===== src/rtl/irq_pkg.sv =====
// Shared types for the interrupt acceptance unit.
// Assumes a fixed 3-bit priority field and a 6-bit software interrupt number.
package irq_pkg;
    localparam int LVL_W   = 3;
    localparam int SWI_W   = 6;
    localparam logic [LVL_W-1:0] NMI_LVL = 3'd7;

    typedef struct packed {
        logic [LVL_W-1:0] ipl;   // current processor priority level
        logic             stk;   // 1: user stack, 0: interrupt stack
        logic             ien;   // maskable interrupts allowed
    } irq_stat_t;
endpackage


===== src/rtl/irq_pend_bank.sv =====
// Pending-bit bank: one flop per source, set by pulse, cleared on acceptance.
// Assumes set and clear may coincide; the set wins so a fresh request is kept.
module irq_pend_bank #(
    parameter int N_SRC = 8
) (
    input  logic             clk,
    input  logic             rst_n,
    input  logic [N_SRC-1:0] set_i,
    input  logic [N_SRC-1:0] clr_i,
    output logic [N_SRC-1:0] pend_o
);
    for (genvar g = 0; g < N_SRC; g++) begin : g_bit
        // Hold, clear on acceptance, set on request.
        always_ff @(posedge clk) begin
            if (!rst_n) pend_o[g] <= 1'b0;
            else        pend_o[g] <= (pend_o[g] & ~clr_i[g]) | set_i[g];
        end
    end
endmodule


===== src/rtl/irq_arbiter.sv =====
// Combinational priority search over pending sources.
// Picks the highest non-zero level; ties go to the lowest index.
// Reports level 0 when no source is eligible.
module irq_arbiter
    import irq_pkg::*;
#(
    parameter int N_SRC = 8,
    parameter int VEC_W = 3
) (
    input  logic [N_SRC-1:0]       pend_i,
    input  logic [N_SRC*LVL_W-1:0] lvl_i,
    output logic [LVL_W-1:0]       best_lvl_o,
    output logic [VEC_W-1:0]       best_idx_o
);
    // Ascending scan with strict compare keeps the lowest index on ties.
    always_comb begin
        best_lvl_o = '0;
        best_idx_o = '0;
        for (int i = 0; i < N_SRC; i++) begin
            if (pend_i[i] && (lvl_i[i*LVL_W +: LVL_W] > best_lvl_o)) begin
                best_lvl_o = lvl_i[i*LVL_W +: LVL_W];
                best_idx_o = VEC_W'(i);
            end
        end
    end
endmodule


===== src/rtl/irq_status_unit.sv =====
// Processor status register with the acceptance update and a saved copy.
// Update order within one cycle: core write, then software-interrupt stack
// clear, then acceptance (the last one wins).
module irq_status_unit
    import irq_pkg::*;
#(
    parameter int SWI_LIMIT = 32
) (
    input  logic             clk,
    input  logic             rst_n,
    input  logic             wr_i,
    input  irq_stat_t        wdata_i,
    input  logic             swi_i,
    input  logic [SWI_W-1:0] swi_num_i,
    input  logic             take_nmi_i,
    input  logic             take_msk_i,
    input  logic [LVL_W-1:0] acc_lvl_i,
    output irq_stat_t        stat_o,
    output irq_stat_t        saved_o
);
    irq_stat_t nxt;

    // Compose the next status from the prioritised update sources.
    always_comb begin
        nxt = stat_o;
        if (wr_i) nxt = wdata_i;
        if (swi_i && (swi_num_i < SWI_W'(SWI_LIMIT))) nxt.stk = 1'b0;
        if (take_nmi_i || take_msk_i) begin
            nxt.ien = 1'b0;
            nxt.stk = 1'b0;
            nxt.ipl = take_nmi_i ? NMI_LVL : acc_lvl_i;
        end
    end

    // Status register and the copy captured on acceptance.
    always_ff @(posedge clk) begin
        if (!rst_n) begin
            stat_o  <= '0;
            saved_o <= '0;
        end else begin
            stat_o <= nxt;
            if (take_nmi_i || take_msk_i) saved_o <= stat_o;
        end
    end
endmodule


===== src/rtl/irq_accept_ctrl.sv =====
// Top of the interrupt acceptance unit. Latches requests, arbitrates on the
// registered pending bits, and issues a registered one-cycle accept strobe
// together with the updated status. Assumes the core samples the outputs
// in the cycle accept_o is high.
module irq_accept_ctrl
    import irq_pkg::*;
#(
    parameter int N_SRC     = 8,
    parameter int SWI_LIMIT = 32,
    localparam int VEC_W    = (N_SRC > 1) ? $clog2(N_SRC) : 1
) (
    input  logic                   clk,
    input  logic                   rst_n,
    input  logic [N_SRC-1:0]       req_set_i,
    input  logic [N_SRC*LVL_W-1:0] req_lvl_i,
    input  logic                   nmi_i,
    input  logic                   st_wr_i,
    input  logic [4:0]             st_wdata_i,
    input  logic                   swi_i,
    input  logic [SWI_W-1:0]       swi_num_i,
    output logic                   accept_o,
    output logic                   acc_nmi_o,
    output logic [VEC_W-1:0]       vector_o,
    output logic [4:0]             status_o,
    output logic [4:0]             saved_o,
    output logic [N_SRC-1:0]       pend_o
);
    logic             nmi_pend;
    logic [LVL_W-1:0] best_lvl;
    logic [VEC_W-1:0] best_idx;
    logic             take_nmi, take_msk;
    logic [N_SRC-1:0] clr;
    irq_stat_t        stat, saved;

    irq_pend_bank #(.N_SRC(N_SRC)) pend_i (
        .clk(clk), .rst_n(rst_n), .set_i(req_set_i), .clr_i(clr), .pend_o(pend_o)
    );

    irq_arbiter #(.N_SRC(N_SRC), .VEC_W(VEC_W)) arb_i (
        .pend_i(pend_o), .lvl_i(req_lvl_i),
        .best_lvl_o(best_lvl), .best_idx_o(best_idx)
    );

    // Acceptance decision: non-maskable first, then the gated maskable winner.
    always_comb begin
        take_nmi = nmi_pend;
        take_msk = !nmi_pend && stat.ien && (best_lvl > stat.ipl);
        clr      = take_msk ? (N_SRC'(1) << best_idx) : '0;
    end

    irq_status_unit #(.SWI_LIMIT(SWI_LIMIT)) stat_i (
        .clk(clk), .rst_n(rst_n),
        .wr_i(st_wr_i), .wdata_i(irq_stat_t'(st_wdata_i)),
        .swi_i(swi_i), .swi_num_i(swi_num_i),
        .take_nmi_i(take_nmi), .take_msk_i(take_msk), .acc_lvl_i(best_lvl),
        .stat_o(stat), .saved_o(saved)
    );

    // Non-maskable pending flag; a new pulse survives a same-cycle acceptance.
    always_ff @(posedge clk) begin
        if (!rst_n) nmi_pend <= 1'b0;
        else        nmi_pend <= (nmi_pend & ~take_nmi) | nmi_i;
    end

    // Registered strobe and vector toward the core.
    always_ff @(posedge clk) begin
        if (!rst_n) begin
            accept_o  <= 1'b0;
            acc_nmi_o <= 1'b0;
            vector_o  <= '0;
        end else begin
            accept_o  <= take_nmi | take_msk;
            acc_nmi_o <= take_nmi;
            if (take_nmi)      vector_o <= '0;
            else if (take_msk) vector_o <= best_idx;
        end
    end

    assign status_o = stat;
    assign saved_o  = saved;
endmodule


===== config.mk =====
export PLATFORM = sky130hd
export DESIGN_NAME = irq_accept_ctrl
export DESIGN_NICKNAME = d
export VERILOG_FILES = /design/src/rtl/irq_pkg.sv /design/src/rtl/irq_pend_bank.sv /design/src/rtl/irq_arbiter.sv /design/src/rtl/irq_status_unit.sv /design/src/rtl/irq_accept_ctrl.sv
export SDC_FILE = /design/constraint.sdc
export NUM_CORES = 1
export LEC_CHECK = 0
export BUFFER_PORTS_ARGS = -buffer_cell sky130_fd_sc_hd__buf_2
export CORE_ASPECT_RATIO = 1.1
export CORE_MARGIN = 8
export CORE_UTILIZATION = 48
export CTS_BUF_LIST = sky130_fd_sc_hd__clkbuf_4
export DETAILED_ROUTE_END_ITERATION = 6
export GPL_ROUTABILITY_DRIVEN = 0
export HOLD_SLACK_MARGIN = 0.08
export PLACE_DENSITY = 0.79
export SLEW_MARGIN = 20
export SYNTH_ARGS = -nofsm -noshare
export SYNTH_HDL_FRONTEND = slang
export SYNTH_HIERARCHICAL = 1
export SYNTH_SLANG_ARGS = --single-unit

===== constraint.sdc =====
create_clock -name clk -period 12.6 [get_ports clk]
set_clock_uncertainty 0.1 [all_clocks]
set_input_delay 2.52 -clock clk [delete_from_list [all_inputs] [get_ports clk]]
set_output_delay 2.52 -clock clk [all_outputs]
set_load 0.01 [all_outputs]

After elaboration in Yosys (flattened, before gate mapping). Cells that the tools add are included. W data, S select, Z words.

Register bits after elaboration: 24. Output and inout bits: 23. Logic and storage cells: 92.

Order comparisons: 10. Shifts and indexed selects: 1. Multiplexer cells: 20. Bitwise operators: 26. Reduce and logical (&&, ||, !) cells: 17.

Operator list (number): $mux W3 (13); $gt A3 B3 Y1 (8); $logic_and A1 B1 Y1 (11); $mux W5 (2); $not A1 Y1 (9); $or A1 B1 Y1 (9); $and A1 B1 Y1 (8); $mux W8 (1); $shl A1 B3 Y8 const A (1); $lt A6 B6 Y1 const B (1); $mux W2 (2); $reduce_or A2 Y1 (2); $gt A3 B1 Y1 const B (1); $reduce_or A3 Y1 (1); $mux W1 (2); $reduce_bool A2 Y1 (1); $logic_not A1 Y1 (1); $logic_or A1 B1 Y1 (1).

Logic depth before layout (Yosys ltp). Gate-level depths: netlist of run 1.

Word-level depth: 30. Depth in mapped cells: 56. Mapped depth without buffers: 55.

By module. Netlist of run 1, hierarchy kept.

By module, submodules not included: irq_arbiter (times used 1, cells each 140, area each 1058.5 um2, sequential area each 0.0 um2); irq_status_unit (times used 1, cells each 43, area each 466.7 um2, sequential area each 200.2 um2); irq_accept_ctrl (times used 1, cells each 43, area each 414.1 um2, sequential area each 120.1 um2); irq_pend_bank (times used 1, cells each 25, area each 337.8 um2, sequential area each 160.2 um2).

Least setup slack after synthesis of run 1. No wires, ideal clock.

Path kind: input port to flip-flop. From: input req_lvl_i[1]. To: register stat_i/stat_o[3] (netlist bit). Data arrival time: 12180 ps. Setup slack: 202 ps. Cell stages on the path: 52. Buffers on the path: 0. Cell sequence: and2_1 -> inv_1 -> ha_1 -> nor2b_4 -> o31ai_4 -> nor2_4 -> nand2_1 -> o21ai_0 -> ha_1 -> nor2_1 -> nand4b_1 -> o311a_1 -> a2111o_1 -> a21o_1 -> and2_1 -> ha_1 -> nor2_1 -> o221ai_1 -> [16 not listed] -> a21oi_1 -> maj3_1 -> nand2_1 -> mux2_2 -> ha_1 -> nor2b_1 -> o21ai_0 -> nand2b_1 -> nand3_1 -> nor2_1 -> a21oi_1 -> ha_1 -> nor2b_4 -> o311a_4 -> nand2_4 -> inv_2 -> or2_2 -> o221a_1.

Longest elaborated chain between the ends: 28.

Ends and longest elaborated chain: start: declaration (RTL line irq_accept_ctrl.sv:15) `input logic [N_SRC*LVL_W-1:0] req_lvl_i,`; $gt A3 B1 Y1 (RTL line irq_arbiter.sv:20) `if (pend_i[i] && (lvl_i[i*LVL_W +: LVL_W] > best_lvl_o)) begin`; $logic_and A1 B1 Y1 (RTL line irq_arbiter.sv:20); $mux W3 (*) (RTL line irq_arbiter.sv:20); $gt A3 B3 Y1 (RTL line irq_arbiter.sv:20); $logic_and A1 B1 Y1 (RTL line irq_arbiter.sv:20); $mux W3 (*) (RTL line irq_arbiter.sv:20); $gt A3 B3 Y1 (RTL line irq_arbiter.sv:20); $logic_and A1 B1 Y1 (RTL line irq_arbiter.sv:20); [14 not listed]; $logic_and A1 B1 Y1 (RTL line irq_arbiter.sv:20); $mux W3 (*) (RTL line irq_arbiter.sv:20); via best_lvl[1] (RTL line irq_accept_ctrl.sv:29) `logic [LVL_W-1:0] best_lvl;`; $gt A3 B3 Y1 (*) (RTL line irq_accept_ctrl.sv:47) `take_msk = !nmi_pend && stat.ien && (best_lvl > stat.ipl);`; $logic_and A1 B1 Y1 (*) (RTL line irq_accept_ctrl.sv:47); via take_msk (RTL line irq_accept_ctrl.sv:31) `logic take_nmi, take_msk;`; $logic_or A1 B1 Y1 (*) (RTL line irq_status_unit.sv:28) `if (take_nmi_i || take_msk_i) begin`; $mux W5 / $reduce_bool A2 Y1 (equally long branches); end signal: assignment (RTL line irq_status_unit.sv:41) `stat_o <= nxt;`; end: declaration (RTL line irq_status_unit.sv:18) `output irq_stat_t stat_o,`.

The timed path passes the listed nets; every way through them passes the cells marked *. A chain may end at the register's enable or synchronous reset.

Final worst setup path of run 1.
From: input req_lvl_i[1]. To: register pend_i.pend_o[2].

Longest elaborated chain between the ends: 30.

Ends and longest elaborated chain: $gt A3 B1 Y1 (RTL line irq_arbiter.sv:20); $logic_and A1 B1 Y1 (RTL line irq_arbiter.sv:20); $mux W3 (*) (RTL line irq_arbiter.sv:20); $gt A3 B3 Y1 (RTL line irq_arbiter.sv:20); $logic_and A1 B1 Y1 (RTL line irq_arbiter.sv:20); $mux W3 (*) (RTL line irq_arbiter.sv:20); $gt A3 B3 Y1 (RTL line irq_arbiter.sv:20); $logic_and A1 B1 Y1 (RTL line irq_arbiter.sv:20); [16 not listed]; via best_lvl[0] (RTL line irq_accept_ctrl.sv:29); $gt A3 B3 Y1 (*) (RTL line irq_accept_ctrl.sv:47); $logic_and A1 B1 Y1 (*) (RTL line irq_accept_ctrl.sv:47); $mux W8 (*) (RTL line irq_accept_ctrl.sv:48) `clr = take_msk ? (N_SRC'(1) << best_idx) : '0;`; via clr[2] (RTL line irq_accept_ctrl.sv:32) `logic [N_SRC-1:0] clr;`; $not A1 Y1 (*) (RTL line irq_pend_bank.sv:16) `else pend_o[g] <= (pend_o[g] & ~clr_i[g]) | set_i[g];`; $and A1 B1 Y1 (*) (RTL line irq_pend_bank.sv:16); $or A1 B1 Y1 (*) (RTL line irq_pend_bank.sv:16); end signal: indexed assignment (RTL line irq_pend_bank.sv:16); end: declaration (RTL line irq_pend_bank.sv:10) `output logic [N_SRC-1:0] pend_o`.

Marked as above.

==> results of run 1 <==
-- cell type report --
class,count,area [µm²]
Multi-Input combinational cell,204,1769
Fill cell,373,1539
Timing Repair Buffer,111,670.6
Sequential cell,24,480.5
Tap cell,56,70.07
Inverter,18,67.56
Clock buffer,3,22.52
-- critical path, delay by kind of cell --
family	cells	cell delay (ns)
AOI/OAI and AO/OA	16	3.16
adders and majority gates	10	3.07
and+or+nand+nor	21	2.19
buffers and inverters	6	0.68
muxes	2	0.64
-- sequential cells by signal, indices dropped and copies added (netlist names) --
register	flops
acc_nmi_o	1
accept_o	1
nmi_pend	1
pend_i/pend_o	8
stat_i/saved_o	5
stat_i/stat_o	5
vector_o	3
-- through the flow --
step	std cells	TNS [ns]	hold slack, ns	power (mW)	area (µm²)
global route	416	-1.872	0.3942	0.3166	3080
floorplan	251	0	0.3726	0.1898	2277
global placement	408	-1.911	0.3406	0.2425	2942
finish	416	0	0.3665	0.2958	3080
detailed placement	408	-5.946	0.3463	0.2474	2942
CTS	411	0	0.3663	0.2813	2964
-- report_power, final --
part	switching (mW)	internal, mW
clock network	0.0231	0.0112
registers	0.00563	0.0807
logic	0.0847	0.0905
total	0.113	0.182
-- kinds of logic after synthesis --
| logic type | count (synthesis) |
|---|---|
| muxes | 10 |
| DFF | 24 |
| buffers and inverters | 23 |
| and+or+nand+nor | 97 |
| adders and majority gates | 17 |
| AOI/OAI and AO/OA | 80 |
-- final timing paths --
| path | from | endpoint | slack, ns | depth (start not counted) |
|---|---|---|---|---|
| worst min register to register | vector_o[1] | vector_o[1] | 0.37 | 2 |
| worst max register to register | pend_i/pend_o[0] | pend_i/pend_o[2] | 2.21 | 54 |
| worst max-delay path | req_lvl_i[1] | pend_i/pend_o[2] | 0.46 | 55 |
| worst min-delay path | vector_o[1] | vector_o[1] | 0.37 | 2 |
-- layout by cell type (no fill, tap or decap), types with 3 or more instances in the layout --
master | Yosys | routed
buf_2 | 0 | 65
buf_4 | 1 | 46
dfxtp_1 | 24 | 24
inv_1 | 17 | 17
nand2_1 | 18 | 16
nor2_1 | 18 | 14
ha_1 | 15 | 14
a21oi_1 | 16 | 14
o21ai_0 | 13 | 12
nor2b_4 | 10 | 10
o21a_1 | 8 | 8
mux2_4 | 6 | 7
and2_1 | 6 | 6
or3b_1 | 6 | 6
nor4_1 | 4 | 4
nor2b_1 | 4 | 4
nand3_1 | 5 | 4
nor2_2 | 0 | 3
nor3_2 | 1 | 3
nand4_1 | 3 | 3
a31oi_1 | 3 | 3
mux2i_1 | 3 | 3
clkbuf_4 | 0 | 3
-- metal layers --
metal | part of all wire | vias up | wire, µm
met5 | 0 | - | 0
met4 | 0.015 | 0 | 91
met3 | 0.066 | 9 | 401
met2 | 0.50 | 65 | 3071
met1 | 0.42 | 1085 | 2537
li1 | - | 1164 | -
-- timing repair --
item,4_1_cts,5_1_grt
pin swaps,0,15
gates resized for setup,1,19
setup buffers,0,5
endpoints found under the setup margin,8,21
==> impl_metrics.yaml, run 1 <==
status:
  status: "finished clean"
yosys:
  synthMuxAreaShare: 0.05769
  synth_edf_count: 0
  synth_cell_types: 69
  synth_seq_cells: 24
  synth_common_cells: "dfxtp_1 (24), nand2_1 (18), nor2_1 (18)"
  synth-seq-area-share: 0.2110
  synth_top_family_by_area: "compound AO/OA/AOI/OAI gates"
  synth_most_common_cell: "dfxtp_1"
  synth_flop_cell: "dfxtp_1"
  synth-xor-area-share: 0
  yosys.area_share.simple: 0.2863
  syn-mean-instance-area_um2: 9.072
  yosys.area_share.adder: 0.09176
  synth_fp_nets: 314
  yosys-top-cells-area: "dfxtp_1 (21%), ha_1 (8.2%), nor2b_4 (6.0%)"
  yosys_warnings: 6
  synth_cells: 251
  synth_area_leader_cell: "dfxtp_1"
  netlist_area_um2: 2277
  async_reset_ff_frac: 0
  synth-compound-area-share: 0.3066
  synth_top_area_frac: 0.2110
worst_setup_path:
  slowest_stage: "maj3_1"
  cp-start-kind: "primary input"
  cpPeakStageDelay_ns: 0.40
  critical_path_arrival_ns: 12.28
  path_common_cell: "ha_1"
  worstSetupEndpointType: "flip-flop"
  critPathRequiredTime_ns: 12.73
  cp_max_fo: 8
  critPathKind: "primary input to flip-flop"
grt:
  track_usage: 0.1633
  grt-ovfl-total: 0
  grt_pass1_wl_mm: 9.632
  use_met2: 0.2911
  grt_max_degree: 18
  busiest_layer: "met2"
  antenna_found_initial: 0
  grtUsageMet3: 0.03049
  grt_use_met1: 0.1888
  grt_pass1_vias: 2227
placement:
  dp_slack_ns: -0.3865
  dp_hpwl_mm: 4.892
  port_buffers: 65
power:
  peakVddDrop_v: 0.00007960
  power.density_nw_per_um2: 96.03
  leakagePower_nw: 1.443
cts:
  clk_latency_ns: 0.32
  clock_path_buffers: 2
  cts_tree: "built"
  clockRootBuffer: "clkbuf_4"
  clk_pin_slew_worst_paths_ns: 0.13
  h-tree-depth: 1
  cts_buffers: 3
  hold_buffers: 0
  cts_sinks: 24
floorplanning:
  io_pins: 71
  dieArea_um2: 7207
  initial_core_util: 0.4930
  rows: 26
  die_y_um: 88.24
  core_region_area_um2: 4619
  dieWidth_um: 81.67
detailed_routing:
  dr.pass1.iters: 4
  vias_per_cell: 5.584
  vias: 2323
  wl_per_cell_um: 14.67
  wirelength_mm: 6.101
  drc: 0
  drt_iter0_drc: 168
  antenna_left: 0
timing:
  max_slew_margin: 0.7273
  finalCriticalPeriod_ns: 12.14
  drv_slew: 0
  fmax_ghz: 0.08235
  hold_viol: 0
  worst_pin_slew_ns: 0.3977
  setup_viol: 0
  setup_ws_ns: 0.4566
  period_share: 0.9638
min_path:
  hold_class: "flip-flop to flip-flop"
final_layout:
  syn_to_final_growth_pct: 35.27
  drive_gt1_frac: 0.4861
  utilization: 0.6668
  antennaDiodeCount: 0
  final_net_count: 425
flow_run:
  drv_cap: 0
Power figures use the tool's default switching activity.
==> run 2, diff against run 1 <==
Settings changed: BUFFER_PORTS_ARGS -buffer_cell sky130_fd_sc_hd__buf_2 to unset, CORE_UTILIZATION 48 to 60, DONT_BUFFER_PORTS set to 1.
==> run 2 against run 1 <==
Total power decreased by 4.5%. Highest routed layer unchanged. Final cell count decreased by 18%. Critical path depth decreased by 1. Sequential cell count unchanged.
==> impl_metrics.yaml, run 2 (synthesized netlist as in run 1, its figures left out) <==
final_layout:
  reg_top3: "pend_i/pend_o (8), stat_i/saved_o (5), stat_i/stat_o (5)"
  largest_reg_flops: 8
  antennaDiodeCount: 0
  fin_area_um2: 2719
  final_net_count: 355
  final_common_cell: "buf_4"
  regMostFlops: "pend_i/pend_o"
  syn_to_final_growth_pct: 19.40
  drive_gt1_frac: 0.3690
  final_cell_mix: "buf_4 (41), dfxtp_1 (24), nand2_1 (18), inv_1 (17), a21oi_1 (14)"
worst_setup_path:
  worstSetupEndpointType: "flip-flop"
  cp-start-kind: "primary input"
  r2r_setup_slack_ns: 1.99
  r2r_start: "pend_i/pend_o[0]"
  cpPeakStageDelay_ns: 0.40
  regToRegEndpoint: "stat_i/saved_o[4]"
  critPathRequiredTime_ns: 12.74
  cp_max_fo: 11
  slowest_stage: "a2111oi_4"
  path_common_cell: "ha_1"
  critical_path_arrival_ns: 12.37
  reg2reg_depth: 54
  critPathKind: "primary input to flip-flop"
min_path:
  hold_class: "flip-flop to flip-flop"
  hold_depth: 2
  worstHoldEndpoint: "vector_o[1]"
  hold_start: "vector_o[1]"
grt:
  antenna_found_initial: 0
  grt-ovfl-total: 0
  grt_max_degree: 18
  grt_pass1_vias: 2062
  track_usage: 0.1946
  grt_pass1_wl_mm: 9.480
floorplanning:
  rows: 23
  dieArea_um2: 6025
  die_y_um: 80.62
  io_pins: 71
  core_region_area_um2: 3655
  initial_core_util: 0.6231
  dieWidth_um: 74.74
detailed_routing:
  vias_per_cell: 6.135
  drc: 0
  antenna_left: 0
  drt_iter0_drc: 128
  vias: 2086
  wl_per_cell_um: 17.43
  dr.pass1.iters: 5
  wirelength_mm: 5.925
cts:
  cts_sinks: 24
  h-tree-depth: 1
  clk_latency_ns: 0.31
  cts_buffers: 3
  clockRootBuffer: "clkbuf_4"
  cts_tree: "built"
  hold_buffers: 0
  clk_pin_slew_worst_paths_ns: 0.12
  clock_path_buffers: 2
timing:
  max_slew_margin: 0.6474
  finalCriticalPeriod_ns: 12.22
  drv_slew: 0
  worst_pin_slew_ns: 0.5282
  fin_hold_ws_ns: 0.4134
  setup_viol: 0
  fmax_ghz: 0.08180
  hold_viol: 0
  period_share: 0.9702
  setup_ws_ns: 0.3753
placement:
  placed_area_um2: 2586
  port_buffers: 0
  dp_hpwl_mm: 4.608
  dp_slack_ns: -0.2506
power:
  peakVddDrop_v: 0.00009125
  power.density_nw_per_um2: 103.9
  total_power_mw: 0.2824
  leakagePower_nw: 1.128
status:
  status: "finished clean"
flow_run:
  drv_cap: 0
[run 2: cell types whose count changed in the layout (fill, tap and decap cells not counted), moves of 2 or more]
cell,before,now
buf_2,65,0
buf_4,46,41
ha_1,14,12
nand2_1,16,18
nand2_2,2,0
[run 2: final cells by class]
cell class | count | area, µm²
inverter | 18 | 67.56
multi-input combinational | 204 | 1778
tap | 50 | 62.56
timing repair buffer | 41 | 307.8
sequential | 24 | 480.5
clock buffer | 3 | 22.52
fill | 280 | 935.9
[run 2: repair_timing]
item                                    4_1_cts  5_1_grt
resized for setup                             1       19
pin swaps                                     0        7
setup buffers                                 0        3
endpoints found under the setup margin        1       22
[run 2: where the power goes]
group / total [mW] / switching (mW) / internal (mW)
clock network: 0.0328 / 0.0216 / 0.0112
logic: 0.160 / 0.0766 / 0.0833
registers: 0.0896 / 0.00896 / 0.0807
total: 0.282 / 0.107 / 0.175
[run 2: worst max-delay path by stage]
stage	start	endpoint	slack, ns
global placement	req_lvl_i[1]	stat_i/stat_o[3]	-0.08
finish	req_lvl_i[1]	stat_i/saved_o[4]	0.38
detailed placement	req_lvl_i[1]	stat_i/saved_o[4]	-0.25
floorplan	req_lvl_i[1]	stat_i/stat_o[3]	0.20
CTS	req_lvl_i[1]	stat_i/saved_o[4]	0.11
global route	req_lvl_i[1]	stat_i/saved_o[4]	-0.09
[run 2: worst max-delay path: cells and delay by family]
kind	cells	cell delay, ns
mux	2	0.69
simple gates	22	2.45
buf+inv	4	0.36
compound gates	16	3.43
fa+ha+maj	10	2.93
[run 2: layer usage]
layer,vias up,global-route usage,share of wire
met5,-,0,0
met1,989,0.2158,0.39
met3,10,0.04732,0.074
li1,1021,-,-
met2,66,0.3534,0.52
met4,0,0.05294,0.013
[run 2: stage by stage]
stage,util,setup TNS [ns],cells
final,0.7439,0,340
after global routing,0.7439,-0.5263,340
after CTS,0.7138,0,337
after detailed placement,0.7076,-2.928,334
after global placement,0.7076,-0.3818,334
after floorplan,-,0,251
